`config.mk`:
```
export PLATFORM = sky130hd
export DESIGN_NAME = flash_thermo_decoder
export DESIGN_NICKNAME = d
export VERILOG_FILES = /design/src/rtl/flash_dec_pkg.sv /design/src/rtl/thermo_row_select.sv /design/src/rtl/row_code_encoder.sv /design/src/rtl/flash_thermo_decoder.sv
export SDC_FILE = /design/constraint.sdc
export NUM_CORES = 1
export LEC_CHECK = 0
export BUFFER_PORTS_ARGS = -buffer_cell sky130_fd_sc_hd__buf_2
export CAP_MARGIN = 20
export CORE_MARGIN = 4
export CORE_UTILIZATION = 53
export CTS_BUF_LIST = sky130_fd_sc_hd__clkbuf_2 sky130_fd_sc_hd__clkbuf_4 sky130_fd_sc_hd__clkbuf_8
export DETAILED_ROUTE_END_ITERATION = 6
export PLACE_DENSITY = 0.8
export SKIP_LAST_GASP = 1
export SYNTH_ARGS = -nofsm -noshare
export SYNTH_HDL_FRONTEND = slang
export SYNTH_SLANG_ARGS = --single-unit
export TNS_END_PERCENT = 30
```
`constraint.sdc`:
```
create_clock -name clk -period 1.4 [get_ports clk]
set_input_delay 0 -clock clk [delete_from_list [all_inputs] [get_ports clk]]
set_output_delay 0 -clock clk [all_outputs]
set_load 0.01 [all_outputs]
```
`src/rtl/flash_dec_pkg.sv`:
```
// Shared helpers for the flash thermometer decoder.
// Assumes N stays small enough that 2^N-1 levels fit in an int.
package flash_dec_pkg;

    // Number of comparator levels for an N-bit converter.
    function automatic int level_count(input int n);
        return (1 << n) - 1;
    endfunction

endpackage

```
`src/rtl/thermo_row_select.sv`:
```
// Row-select generator: one line per code level 0..2^N-1.
// Window mode fires row m when level m is 1 and levels m+1, m+2 are 0.
// Plain mode fires row m when level m is 1 and level m+1 is 0.
// Assumes level 0 reads as 1 and levels above the top read as 0.
module thermo_row_select
    import flash_dec_pkg::*;
#(
    parameter int N          = 4,
    parameter bit PLAIN_EDGE = 1'b0
) (
    input  logic [(2**N)-2:0] therm_i,
    output logic [(2**N)-1:0] row_o
);
    localparam int LEVELS = level_count(N);

    logic [LEVELS+2:0] ext;

    // Pad the thermometer word with the implied bottom one and top zeros.
    always_comb begin
        ext               = '0;
        ext[0]            = 1'b1;
        ext[LEVELS:1]     = therm_i;
    end

    // One edge detector per level, variant chosen by parameter.
    for (genvar m = 0; m <= LEVELS; m++) begin : g_row
        if (PLAIN_EDGE) begin : g_plain
            assign row_o[m] = ext[m] & ~ext[m+1];
        end else begin : g_window
            assign row_o[m] = ext[m] & ~ext[m+1] & ~ext[m+2];
        end
    end

endmodule

```
`src/rtl/row_code_encoder.sv`:
```
// Stand-in for the code ROM: ORs the index bits of every asserted row line.
// Also reports when the row lines are not exactly one-hot.
module row_code_encoder
    import flash_dec_pkg::*;
#(
    parameter int N = 4
) (
    input  logic [(2**N)-1:0] row_i,
    output logic [N-1:0]      code_o,
    output logic              fault_o
);
    localparam int LEVELS = level_count(N);

    // OR of row indices, plus detection of zero or several active rows.
    always_comb begin
        logic seen;
        logic multi;
        code_o = '0;
        seen   = 1'b0;
        multi  = 1'b0;
        for (int m = 0; m <= LEVELS; m++) begin
            if (row_i[m]) begin
                code_o = code_o | m[N-1:0];
                multi  = multi | seen;
                seen   = 1'b1;
            end
        end
        fault_o = multi | ~seen;
    end

endmodule

```
`src/rtl/flash_thermo_decoder.sv`:
```
// Flash converter thermometer-to-binary decoder.
// Stage 1 registers the comparator word; stage 2 registers the code and fault.
// Assumes therm_i is stable around the rising edge; reset is synchronous, active low.
module flash_thermo_decoder
    import flash_dec_pkg::*;
#(
    parameter int N          = 4,
    parameter bit PLAIN_EDGE = 1'b0
) (
    input  logic               clk,
    input  logic               rst_n,
    input  logic [(2**N)-2:0]  therm_i,
    output logic [N-1:0]       code_o,
    output logic               fault_o
);
    localparam int LEVELS = level_count(N);

    logic [LEVELS-1:0] therm_q;
    logic [LEVELS:0]   row;
    logic [N-1:0]      code_d;
    logic              fault_d;

    // Capture the comparator latches.
    always_ff @(posedge clk) begin
        if (!rst_n) therm_q <= '0;
        else        therm_q <= therm_i;
    end

    thermo_row_select #(.N(N), .PLAIN_EDGE(PLAIN_EDGE)) u_sel (
        .therm_i (therm_q),
        .row_o   (row)
    );

    row_code_encoder #(.N(N)) u_enc (
        .row_i   (row),
        .code_o  (code_d),
        .fault_o (fault_d)
    );

    // Register the decoded code and fault flag.
    always_ff @(posedge clk) begin
        if (!rst_n) begin
            code_o  <= '0;
            fault_o <= 1'b0;
        end else begin
            code_o  <= code_d;
            fault_o <= fault_d;
        end
    end

    // reset clears outputs on the next edge.
    p_reset_clear_r1: assert property (@(posedge clk)
        !rst_n |=> (code_o == '0 && !fault_o));

    // all-zero word decodes to 0.
    p_all_zero_r3: assert property (@(posedge clk) disable iff (!rst_n)
        (therm_q == '0) |=> (code_o == '0 && !fault_o));

    // all-one word decodes to full scale.
    p_all_one_r3: assert property (@(posedge clk) disable iff (!rst_n)
        (therm_q == '1) |=> (code_o == '1 && !fault_o));

    // a perfect thermometer decodes to its count of ones.
    p_perfect_count_r2: assert property (@(posedge clk) disable iff (!rst_n)
        ((therm_q & (therm_q + 1'b1)) == '0) |=>
            (int'(code_o) == $countones($past(therm_q))));

    // a perfect thermometer never raises the fault.
    p_perfect_clean_r7: assert property (@(posedge clk) disable iff (!rst_n)
        ((therm_q & (therm_q + 1'b1)) == '0) |=> !fault_o);

endmodule

```
Word level (Yosys, flattened, before mapping)
Cells that the tools add are included.

word-level totals
  register bits = 20

cells by class
  multiplexer cells = 46
  bitwise gates (word level) = 59

operator list
  operator          number
  2-to-1 mux 1 bit  32
  2-to-1 mux 4 bit  8
  AND 1 bit         28
  inverter 1 bit    16
  bitwise OR 1 bit  15
  2-to-1 mux 3 bit  4
  2-to-1 mux 2 bit  2

Longest topological paths before layout
  depth in word-level cells = 33
  gate-level depth with buffers = 5
  mapped depth without buffers = 5

Modules after synthesis
From an unflattened synthesis, not the netlist that was laid out.

unflattened totals
  cells, all modules = 90
  area, all modules = 973.4 um^2

by module, submodules not included
  module                instances  cells each  area an instance (um^2)
  flash_thermo_decoder  1          42          561.8
  row_code_encoder      1          32          235.2
  thermo_row_select     1          16          176.4

Least setup slack after synthesis
No wires, ideal clock.

  path kind = reg2reg
  start point = register therm_q[4]
  end point = register fault_o
  library setup time = 0.120 ns
  arrival = 1.083 ns
  required time = 1.280 ns
  slack = 0.198 ns
  stages on the path, launching flop included = 6
  clock period less this slack = 1.202 ns
  cell sequence = dfxtp_1 > nand2b_1 > a21oi_2 > nor3_1 > a21oi_1 > o31a_1

between the ends
  longest elaborated chain between the ends = 28
  elaborated cells on any way between the ends = 46

RTL lines
  item                      RTL line                    text
  start: declaration        flash_thermo_decoder.sv:18  logic [LEVELS-1:0] therm_q;
  start signal: assignment  flash_thermo_decoder.sv:26  else therm_q <= therm_i;
  inverter 1 bit            thermo_row_select.sv:30     assign row_o[m] = ext[m] & ~ext[m+1] & ~ext[m+2];
  AND 1 bit                 thermo_row_select.sv:30
  2-to-1 mux 1 bit          row_code_encoder.sv:22      if (row_i[m]) begin
  bitwise OR 1 bit          row_code_encoder.sv:24      multi = multi | seen;
  2-to-1 mux 1 bit          row_code_encoder.sv:22
  bitwise OR 1 bit          row_code_encoder.sv:24
  2-to-1 mux 1 bit          row_code_encoder.sv:22
  bitwise OR 1 bit          row_code_encoder.sv:24
  [... 12 more ...]         -
  2-to-1 mux 1 bit          row_code_encoder.sv:22
  bitwise OR 1 bit          row_code_encoder.sv:24
  2-to-1 mux 1 bit          row_code_encoder.sv:22
  bitwise OR 1 bit          row_code_encoder.sv:24
  2-to-1 mux 1 bit          row_code_encoder.sv:22
  bitwise OR 1 bit          row_code_encoder.sv:24
  2-to-1 mux 1 bit          row_code_encoder.sv:22
  bitwise OR 1 bit *        row_code_encoder.sv:28      fault_o = multi | ~seen;
  end signal: assignment    flash_thermo_decoder.sv:47  fault_o <= fault_d;
  end: declaration          flash_thermo_decoder.sv:14  output logic fault_o

Mark *: on every way between the ends. The rest lies on a longest branch, timed or not.
A chain may end at the register's enable or synchronous reset.

Final worst setup path
  start point = register therm_q[10]
  end point = register fault_o

between the ends
  longest elaborated chain between the ends = 16
  elaborated cells on any way between the ends = 28

RTL lines
  item                RTL line
  inverter 1 bit      thermo_row_select.sv:30
  AND 1 bit           thermo_row_select.sv:30
  2-to-1 mux 1 bit    row_code_encoder.sv:22
  bitwise OR 1 bit    row_code_encoder.sv:24
  2-to-1 mux 1 bit    row_code_encoder.sv:22
  bitwise OR 1 bit    row_code_encoder.sv:24
  2-to-1 mux 1 bit    row_code_encoder.sv:22
  bitwise OR 1 bit    row_code_encoder.sv:24
  2-to-1 mux 1 bit    row_code_encoder.sv:22
  bitwise OR 1 bit    row_code_encoder.sv:24
  2-to-1 mux 1 bit    row_code_encoder.sv:22
  bitwise OR 1 bit    row_code_encoder.sv:24
  2-to-1 mux 1 bit    row_code_encoder.sv:22
  bitwise OR 1 bit    row_code_encoder.sv:24
  2-to-1 mux 1 bit    row_code_encoder.sv:22
  bitwise OR 1 bit *  row_code_encoder.sv:28

Marks and branches as above.

==> qor.yml <==
die:
  coreArea_um2: 1510
  dieWidth_um: 47.8
  fp-row-count: 14
  dieHeight_um: 47.8
  start_util_pct: 55.8
  ioPinCount: 22
  die_area_um2: 2290
placement:
  place_area_um2: 958
  numPortBuffers: 21
  hpwl_um: 1160
  gp_congestion: 0.891
  preCtsSetupSlack_ns: 0.0887
synth:
  syn-num-nets: 105
  syn_inst: 88
  synth_edf_count: 0
  synth_top_flop_cell: "dfxtp_1"
  async_reset_ff_share_pct: 0
  yosysWarningCount: 0
  syn_area_um2: 841
  ys_seq_area_share_pct: 47.6
  avgSynthCellArea_um2: 9.55
  synth_cell_types: 27
  synth-seq-cells: 20
timing:
  finalSetupTns_ns: 0
  setup_violations: 0
  max_freq_mhz: 758
  max_slew.worst_pin.slew_ns: 0.424
  period_share_pct: 94.3
  slew_headroom_pct: 71.6
  slew_viol_final: 0
  finalHoldViolCount: 0
  fin_ws_ns: 0.0805
  skew_ns: 0.00667
  timing.hold.ws_ns: 0.0580
  grt_setup_unrepaired: "no"
  fin_crit_ns: 1.32
power:
  p_per_area_nw_per_um2: 994
  power_leakage_nw: 0.498
  p_int_mw: 0.874
  sw_frac_of_total_pct: 23.8
  vdd_drop_max_mv: 0.861
  pwr-share-clk_pct: 28.3
  switching_power_mw: 0.274
  combPwrFrac_pct: 16.3
  power.share.sequential_pct: 55.4
global_route:
  grt_pass1_wl_um: 2830
  globalRouteTotalUtil_pct: 18.2
  antenna_found_initial: 0
  grt_max_degree: 21
  grt_pass1_vias: 681
  grt_overflow_total: 0
worst_setup_path:
  critPathTopFamily: "flip-flops"
  cp-start-kind: "flop"
  worst_ep_required_time_ns: 1.60
  path_buf_inv: 0
  arrival_ns: 1.52
  path_class: "flop to flop"
  crit_chain: "or3b_4, nand3_2, nor3_2, a21oi_1, o31a_1"
  crit_slowest_cell: "dfxtp_1"
  r2r-start: "therm_q[10]$_SDFF_PN0_"
  crit_path_end_kind: "flop"
  max_stage_delay_ns: 0.47
  critPathMaxFanout: 7
  crit_start: "therm_q[10]$_SDFF_PN0_"
  reg2reg_slack_ns: 0.08
final_layout:
  syn_to_final_growth_pct: 37.4
  final_common_cell: "buf_2"
  final_nets: 144
  n_antenna_cell: 0
  fin_area_um2: 1150
  final_cell_mix: "buf_2, dfxtp_1, and2_1, dlygate4sd3_1, nand2b_1"
  drive_gt1_share_pct: 26.2
clocking:
  clk_pin_slew_ns: 0.11
  clkSinkCount: 20
  clock_path_buffers: 2
  insertion_delay_ns: 0.30
  cts_tree: "done"
  htree_levels: 1
  cts_buffers: 3
  cts-root-buf: "clkbuf_4"
route:
  antenna_left: 0
  wl_per_cell_um: 11.9
  totalWireLength_um: 1690
  viasPerCell: 5.20
  drt_iter0_markers: 16
  num_vias: 738
  drt-pass1-iter-count: 4
  drc: 0
run:
  maxCapViolations: 0
hold_path:
  hp-class: "input pin to flop"
  min_from: "rst_n"
status:
  status: "finished clean"
-- flip-flops by register name, indices dropped and copies added (netlist names) --
| signal | cells |
|---|---|
| fault_o | 1 |
| therm_q | 15 |
| code_o | 4 |
-- power groups by stage --
stage	Combinational (mW)	Sequential, mW	Clock (mW)
6_report	0.187	0.635	0.325
5_1_grt	0.211	0.640	0.361
2_1_floorplan	0.0982	0.647	0
4_1_cts	0.184	0.634	0.335
3_3_place_gp	0.150	0.646	0
3_5_place_dp	0.152	0.647	0
-- metal layers --
metal / GRT usage, % / part of all wire (%) / up-vias
met3: 4.89 / 4.5 / 5
met2: 30.9 / 51 / 22
met1: 19.8 / 43 / 332
met4: 11.3 / 2.2 / 0
met5: 0 / 0 / -
li1: - / - / 379
-- cells by family after synthesis --
family / synth area share, %
simple gates: 28.1
compound gates: 21.1
flops: 47.6
buf+inv: 1.79
mux: 1.34
-- path summary, 6_finish.rpt --
| check | to | depth (start not counted) |
|---|---|---|
| setup / recovery | fault_o$_SDFF_PN0_ | 5 |
| hold / removal | code_o[0]$_SDFF_PN0_ | 2 |
| setup reg to reg | fault_o$_SDFF_PN0_ | 5 |
| hold reg to reg | code_o[0]$_SDFF_PN0_ | 3 |
-- worst reg2reg max path: stages (launching register included) --
cell     delay, ns
dfxtp_1       0.47
or3b_4        0.19
nand3_2       0.09
nor3_2        0.12
a21oi_1       0.08
o31a_1        0.27
-- metrics by stage --
| step | util, % | instances | power (mW) |
|---|---|---|---|
| after CTS | 76.0 | 142 | 1.15 |
| final | 76.7 | 142 | 1.15 |
| after detailed placement | 63.6 | 123 | 0.799 |
| after global placement | 63.6 | 123 | 0.796 |
| after floorplan | - | 88 | 0.745 |
| after global routing | 76.7 | 142 | 1.21 |
-- repair_timing --
item | 4_1_cts | 5_1_grt
hold buffers | 15 | 0
resized for setup | 0 | 3
setup buffers | 0 | 0
hold endpoints to repair | 15 | 0
endpoints found under the setup margin | 0 | 1
-- synthesized netlist by cell type (2+ instances only) --
| master | count | share of area, % |
|---|---|---|
| and2_1 | 15 | 11 |
| clkbuf_1 | 2 | 0.89 |
| a22oi_1 | 2 | 1.8 |
| nand2b_1 | 9 | 6.7 |
| a21o_1 | 2 | 1.8 |
| a21oi_2 | 2 | 2.1 |
| o31a_1 | 3 | 3.1 |
| nand2_1 | 3 | 1.3 |
| o21ai_0 | 2 | 1.2 |
| dfxtp_1 | 20 | 48 |
| a21oi_1 | 7 | 4.2 |
| nor2_1 | 5 | 2.2 |
| inv_1 | 2 | 0.89 |
-- layout make-up --
class / count / area [um2]
sequential: 20 / 403
inverter: 2 / 7.51
timing repair buffer: 36 / 255
tap: 16 / 20.0
multi-input combinational: 64 / 433
fill: 103 / 352
clock buffer: 4 / 36.3
(Power assumes the default switching activity.)
